`src/rtl/ep0_irq_pkg.sv`:
```
package ep0_irq_pkg;
    localparam int NUM_FLAGS   = 3;
    localparam int FLG_IN_DONE = 0;
    localparam int FLG_IN_REQ  = 1;
    localparam int FLG_OUT_DONE = 2;
    localparam int VBUS_BIT    = 3;
    localparam logic REG_FLAGS  = 1'b0;
    localparam logic REG_ENABLE = 1'b1;

    typedef enum logic {
        TX_EMPTY = 1'b0,
        TX_READY = 1'b1
    } tx_state_e;
endpackage

```
`src/rtl/ep0_vbus_sync.sv`:
```
module ep0_vbus_sync #(
    parameter int STAGES = 2
) (
    input  logic clk,
    input  logic rst_n,
    input  logic din,
    output logic dout
);
    logic [STAGES-1:0] chain_q;

    always_ff @(posedge clk or negedge rst_n) begin
        if (!rst_n) chain_q <= '0;
        else        chain_q <= {chain_q[STAGES-2:0], din};
    end

    assign dout = chain_q[STAGES-1];
endmodule

```
`src/rtl/ep0_flag_bank.sv`:
```
module ep0_flag_bank #(
    parameter int N = 3
) (
    input  logic         clk,
    input  logic         rst_n,
    input  logic [N-1:0] set_i,
    input  logic [N-1:0] clr_i,
    output logic [N-1:0] flag_o
);
    for (genvar i = 0; i < N; i++) begin : g_flag
        logic q;
        // a set event in the same cycle overrides a clear
        always_ff @(posedge clk or negedge rst_n) begin
            if (!rst_n)        q <= 1'b0;
            else if (set_i[i]) q <= 1'b1;
            else if (clr_i[i]) q <= 1'b0;
        end
        assign flag_o[i] = q;
    end
endmodule

```
`src/rtl/ep0_tx_ctrl.sv`:
```
module ep0_tx_ctrl
    import ep0_irq_pkg::*;
(
    input  logic clk,
    input  logic rst_n,
    input  logic tx_arm,
    input  logic ev_in_tok,
    input  logic ev_in_ack,
    output logic resp_nak,
    output logic resp_data,
    output logic req_set
);
    tx_state_e state_q, state_d;

    always_comb begin
        state_d = state_q;
        unique case (state_q)
            TX_EMPTY: if (tx_arm)    state_d = TX_READY;   // ARM
            TX_READY: if (ev_in_ack) state_d = TX_EMPTY;   // SENT
            default:                 state_d = TX_EMPTY;
        endcase
    end

    always_ff @(posedge clk or negedge rst_n) begin
        if (!rst_n) state_q <= TX_EMPTY;
        else        state_q <= state_d;
    end

    always_comb begin
        resp_nak  = 1'b0;
        resp_data = 1'b0;
        req_set   = 1'b0;
        unique case (state_q)
            TX_EMPTY: begin
                resp_nak = ev_in_tok;
                req_set  = ev_in_tok;
            end
            TX_READY: resp_data = ev_in_tok;
            default: ;
        endcase
    end
endmodule

```
`src/rtl/ep0_irq_regs.sv`:
```
module ep0_irq_regs
    import ep0_irq_pkg::*;
#(
    parameter int REG_W       = 8,
    parameter int SYNC_STAGES = 2
) (
    input  logic             clk,
    input  logic             rst_n,
    input  logic             ev_out_ack,
    input  logic             ev_in_tok,
    input  logic             ev_in_ack,
    input  logic             vbus_raw,
    input  logic             tx_arm,
    input  logic             wr_en,
    input  logic             reg_sel,
    input  logic [REG_W-1:0] wr_data,
    output logic [REG_W-1:0] rd_data,
    output logic             irq,
    output logic             resp_nak,
    output logic             resp_data
);
    logic [NUM_FLAGS-1:0] flag_q;
    logic [NUM_FLAGS-1:0] en_q;
    logic [NUM_FLAGS-1:0] flag_set;
    logic [NUM_FLAGS-1:0] flag_clr;
    logic                 req_set;
    logic                 vbus_sync;
    logic                 unused_wr_hi;

    assign unused_wr_hi = ^wr_data[REG_W-1:NUM_FLAGS];

    ep0_vbus_sync #(.STAGES(SYNC_STAGES)) u_sync (
        .clk(clk), .rst_n(rst_n), .din(vbus_raw), .dout(vbus_sync)
    );

    ep0_tx_ctrl u_tx (
        .clk(clk), .rst_n(rst_n), .tx_arm(tx_arm),
        .ev_in_tok(ev_in_tok), .ev_in_ack(ev_in_ack),
        .resp_nak(resp_nak), .resp_data(resp_data), .req_set(req_set)
    );

    always_comb begin
        flag_set               = '0;
        flag_set[FLG_IN_DONE]  = ev_in_ack;
        flag_set[FLG_IN_REQ]   = req_set;
        flag_set[FLG_OUT_DONE] = ev_out_ack;
        flag_clr = (wr_en && reg_sel == REG_FLAGS) ? ~wr_data[NUM_FLAGS-1:0] : '0;
    end

    ep0_flag_bank #(.N(NUM_FLAGS)) u_flags (
        .clk(clk), .rst_n(rst_n), .set_i(flag_set), .clr_i(flag_clr), .flag_o(flag_q)
    );

    always_ff @(posedge clk or negedge rst_n) begin
        if (!rst_n)                           en_q <= '0;
        else if (wr_en && reg_sel == REG_ENABLE) en_q <= wr_data[NUM_FLAGS-1:0];
    end

    always_comb begin
        rd_data = '0;
        if (reg_sel == REG_FLAGS) begin
            rd_data[NUM_FLAGS-1:0] = flag_q;
            rd_data[VBUS_BIT]      = vbus_sync;
        end else begin
            rd_data[NUM_FLAGS-1:0] = en_q;
        end
    end

    assign irq = |(flag_q & en_q);
endmodule

```
`config.mk`:
```
export PLATFORM = sky130hd
export DESIGN_NAME = ep0_irq_regs
export DESIGN_NICKNAME = d
export VERILOG_FILES = /design/src/rtl/ep0_irq_pkg.sv /design/src/rtl/ep0_vbus_sync.sv /design/src/rtl/ep0_flag_bank.sv /design/src/rtl/ep0_tx_ctrl.sv /design/src/rtl/ep0_irq_regs.sv
export SDC_FILE = /design/constraint.sdc
export NUM_CORES = 1
export LEC_CHECK = 0
export BUFFER_PORTS_ARGS = -buffer_cell sky130_fd_sc_hd__buf_4
export CORE_AREA = 2 2 39 41
export DETAILED_ROUTE_END_ITERATION = 6
export DIE_AREA = 0 0 41 43
export PLACE_DENSITY = 0.66
export SLEW_MARGIN = 15
export SYNTH_ARGS = -nofsm -noshare
export SYNTH_HDL_FRONTEND = slang
export SYNTH_HIERARCHICAL = 1
export SYNTH_SLANG_ARGS = --single-unit
```
`constraint.sdc`:
```
create_clock -name clk -period 2.7 [get_ports clk]
set_clock_uncertainty 0.2 [all_clocks]
set_input_delay 0.135 -clock clk [delete_from_list [all_inputs] [get_ports clk]]
set_output_delay 0.135 -clock clk [all_outputs]
set_load 0.05 [all_outputs]
```
### Word-level counts from Yosys, hierarchy flattened

Index checks and enable logic that the tools add are counted.

| cells by class | value |
|---|---|
| reduce and logical (&&, ||, !) cells | 6 |
| bitwise operators | 4 |
| multiplexer cells | 14 |

Operators with widths:

| kind | number |
|---|---|
| $mux 1 | 11 |
| $mux 3 | 2 |
| $reduce_bool 2->1 | 3 |
| $and 3x3->3 | 1 |
| $not 3->3 | 1 |
| $reduce_or 3->1 | 1 |
| $logic_and 1x1->1 | 2 |
| $not 1->1 | 2 |
| $pmux 1 s2 | 1 |

| word-level totals | value |
|---|---|
| bits in registers | 9 |
| logic and storage cells | 30 |
| output and inout port bits | 11 |
| input bits | 17 |

### Longest topological paths before layout

| logic depth | value |
|---|---|
| depth in word-level cells | 5 |
| gate-level depth with buffers | 4 |
| mapped depth without buffers | 4 |

### Cells and area by module

Netlist, hierarchy kept.

Modules (own cells, without submodules):

| module | seq. area each (um2) | times used | area an instance (um2) | cells an instance |
|---|---|---|---|---|
| ep0_irq_regs | 75.1 | 1 | 222.7 | 22 |
| ep0_flag_bank | 75.1 | 1 | 131.4 | 12 |
| ep0_tx_ctrl | 25.0 | 1 | 55.1 | 6 |
| ep0_vbus_sync | 50.0 | 1 | 50.0 | 2 |

### Worst setup path after synthesis

OpenSTA, ideal clock, no wires.

| path | value |
|---|---|
| kind | reg-to-output |
| start point | reg u_flags.g_flag[1].q |
| end point | out irq |
| stages on the path, launching flop included | 4 |
| arrival time | 1.027 ns |
| path buffers | 1 |
| slack | 1.338 ns |
| path through | dfrtp_1 > buf_4 > a222oi_1 > inv_1 |

| between the ends | value |
|---|---|
| word-level cells in the longest chain between the ends | 2 |

RTL lines:

| element | RTL line | source |
|---|---|---|
| start: declaration | ep0_flag_bank.sv:11 | `logic q;` |
| start signal: assignment | ep0_flag_bank.sv:14 | `if (!rst_n) q <= 1'b0;` |
| start signal: assignment | ep0_flag_bank.sv:15 | `else if (set_i[i]) q <= 1'b1;` |
| start signal: assignment | ep0_flag_bank.sv:16 | `else if (clr_i[i]) q <= 1'b0;` |
| $and 3x3->3 | ep0_irq_regs.sv:69 | `assign irq = \|(flag_q & en_q);` |
| $reduce_or 3->1 | ep0_irq_regs.sv:69 |  |
| end: declaration | ep0_irq_regs.sv:18 | `output logic irq,` |

Every way passes these cells.

### Final worst setup path

| path | value |
|---|---|
| start point | in wr_data[2] |
| end point | reg u_flags.g_flag[2].q |

| between the ends | value |
|---|---|
| word-level cells in the longest chain between the ends | 3 |

RTL lines:

| element | RTL line | source |
|---|---|---|
| start: declaration | ep0_irq_regs.sv:16 | `input logic [REG_W-1:0] wr_data,` |
| $not 3->3 | ep0_irq_regs.sv:47 | `flag_clr = (wr_en && reg_sel == REG_FLAGS) ? ~wr_data[NUM_FLAGS-1:0] : '0;` |
| $mux 3 | ep0_irq_regs.sv:47 |  |
| net flag_clr[2] | ep0_irq_regs.sv:25 | `logic [NUM_FLAGS-1:0] flag_clr;` |
| $reduce_bool 2->1 (no source line) | -- |  |
| end signal: assignment | ep0_flag_bank.sv:14 |  |
| end signal: assignment | ep0_flag_bank.sv:15 |  |
| end signal: assignment | ep0_flag_bank.sv:16 |  |
| end: declaration | ep0_flag_bank.sv:11 |  |

The timed path passes the listed nets, and every way through them passes these cells.
A chain may end at the register's enable or synchronous reset.

==> summary.md <==
| Metric | Value |
|---|---|
| Hold_buf cts | 10 |
| GRT met1 Usage | 13.8% |
| Die width | 41 um |
| GRT met2 Usage | 19.4% |
| CTS buffer count | 3 |
| Area growth, synth to finish | 50.7% |
| Setup Buffers After CTS | 0 |
| Initial antenna violation count | 0 |
| Largest net degree at the start of global routing | 10 |
| Yosys Warn Count | 6 |
| RSZ-0062 raised after global routing | no |
| Worst vdd ir | 299 uV |
| Crit Path Class | in2reg |
| Met3 usage | 3.14% |
| Synth Instances | 42 |
| #FFs+latches synth | 9 |
| CTS Buffer Depth | 2 |
| First-pass GRT wire length | 1.41 mm |
| Gr usage total | 12.3% |
| # DRC | 0 |
| R2R Path Start | u_flags/g_flag[2].q$_DFFE_PN0P_ |
| Int Pwr | 0.261 mW |
| Fin util | 50.0% |
| Fin. max-slew vios | 0 |
| Clk_lat worst skew | 0.25 ns |
| Die area | 1760 um2 |
| # H-tree levels | 1 |
| Pleak | 0.320 nW |
| Final hold vios | 0 |
| Clock Sinks | 9 |
| Logic pwr share | 34.6% |
| PD cells | 576 nW/um2 |
| Number of vias per cell | 4.25 |
| Cell area after synthesis | 459 um2 |
| R2r endpoint | u_flags/g_flag[2].q$_DFFE_PN0P_ |
| Pre-antenna DRT Iters | 5 |
| Clock power frac | 25.1% |
| Critical Path AT | 1.61 ns |
| Number of global-route vias before repair | 361 |
| CP Cell Sequence | dlygate4sd3_1 > buf_4 > nor2_1 > inv_1 > a21o_1 > dlygate4sd3_1 |
| Port bufs | 18 |
| Netlist cell types | 15 |
| Syn_area_per_cell | 10.9 um2 |
| ANT cells | 0 |
| MaxCap Viol Count | 0 |
| Switch Pwr | 0.138 mW |
| Crit share post-route | 62.2% |
| Status | completed |
| Post-CTS sizing | 0 |
| Routability congestion estimate | 0.711 |
| DRT iter0 DRCs | 4 |
| Vias | 361 |
| Final hold slack | 0.0363 ns |
| Largest area contributor in the netlist | dfrtp_1 |
| CTS tree | built |
| Ports | 28 |
| Sequential Power Share | 40.3% |
| Critical path's most frequent cell | dlygate4sd3_1 |
| Core outline area | 1380 um2 |
| Starting Density | 33.2% |
| Clock transition at the registers of the reported paths | 0.06 ns |
| Reg2Reg Setup Slack | 1.27 ns |
| Reg2reg path depth | 2 |
| Final HPWL DP | 650 um |
| Antenna-violating nets left | 0 |
| HP Class | in2async |
| Post-Route WL | 868 um |
| Fraction of layout cells with a size suffix above 1 | 39.1% |
| Final setup fails | 0 |
| Top-area cell type share of the netlist area | 49.0% |
| NumNets Final | 87 |
| Critical path's largest stage delay | 0.54 ns |
| CP max-delay cell | dlygate4sd3_1 |
| WL/cell | 10.2 um |
| TNS Setup | 0 ns |
| CTS Root Cell | clkbuf_4 |
| Crit Path Max Fanout | 2 |
| Fmax | 596 MHz |
| CP Capture Type | flop |
| Minimum clock period | 1.68 ns |
| Chip Height | 43 um |
| Switching fraction of total power | 34.6% |
| CP startpoint kind | input port |
| Seq/Total Area, Yosys | 49.0% |
| Congestion Overflow GR | 0 |
| Top Usage Layer GRT | met2 |
| Ranking of synthesized cells by area | dfrtp_1 (49%), buf_4 (13%), mux2_1 (7.4%) |
| Num rows | 14 |
| Critical Path RT | 2.63 ns |
## kinds of logic (layout without fill, tap and decap cells)
| family | Yosys count | after routing | share of synthesized area (%) |
|---|---|---|---|
| other | 1 | 4 | 0.817 |
| DFF | 9 | 9 | 49.0 |
| muxes | 6 | 6 | 14.7 |
| AOI/OAI and AO/OA | 5 | 5 | 8.17 |
| buffers and inverters | 12 | 36 | 16.3 |
| and+or+nand+nor | 9 | 9 | 10.9 |
## per-layer routing
layer / up-vias / wire (um)
li1: 177 / -
met3: 2 / 54
met4: 0 / 7
met2: 13 / 433
met1: 169 / 373
met5: - / 0
## worst max-delay path: cells and delay by family
kind                   cells  cell delay, ns
AOI/OAI and AO/OA          1            0.14
buffers and inverters      4            1.24
and+or+nand+nor            1            0.09
## placed cells by master (no fill, tap or decap), drive strengths merged, types with 3 or more instances in the layout
cell type / count
inv: 4
nor2: 4
dlygate4sd3: 10
dfrtp: 9
clkbuf: 4
conb: 4
a21o: 3
buf: 18
mux2: 6
## layout make-up
cell class / instances / area [um2]
fill: 130 / 692
timing repair buffer: 28 / 235
sequential: 9 / 225
multi-input combinational: 24 / 170
clock buffer: 4 / 26.3
tap: 16 / 20.0
inverter: 4 / 15.0
## through the flow
step | instance area, um2 | instances | setup slack, ns | power (mW)
after floorplan | 470 | 45 | 1.34 | 0.259
after global placement | 566 | 71 | 1.39 | 0.288
after detailed placement | 566 | 71 | 1.41 | 0.291
after CTS | 692 | 85 | 1.03 | 0.403
after global routing | 692 | 85 | 0.949 | 0.421
final | 692 | 85 | 1.02 | 0.399
## registers in the layout (all words and copies together), names as in the netlist
register          flops
u_flags/g_flag.q      3
u_tx/state_q          1
en_q                  3
u_sync/chain_q        2
## power groups by stage
stage,logic (mW),clock network (mW),registers [mW]
after floorplan,0.101,0,0.159
after global placement,0.126,0,0.162
after detailed placement,0.127,0,0.163
after CTS,0.139,0.104,0.161
after global routing,0.148,0.110,0.163
final,0.138,0.100,0.161
## synth_stat cells, drive strengths merged
master,instances
a21oi,1
buf,8
a222oi,1
and2,1
dfrtp,9
inv,4
a21o,3
mux2,6
nor2,4
nand2,1
nor2b,1
and2b,1
nand2b,1
conb,1
## how the worst max path moves through the flow
stage                                               start                               to  cells after the start
final                                          wr_data[2]  u_flags/g_flag[2].q$_DFFE_PN0P_                      6
after global routing                           wr_data[2]  u_flags/g_flag[2].q$_DFFE_PN0P_                      6
after CTS                                      wr_data[0]  u_flags/g_flag[0].q$_DFFE_PN0P_                      6
after detailed placement              en_q[1]$_DFFE_PN0P_                              irq                      3
after global placement                en_q[1]$_DFFE_PN0P_                              irq                      3
after floorplan           u_flags/g_flag[1].q$_DFFE_PN0P_                              irq                      3
No activity file was read; power rests on OpenSTA's default activity.
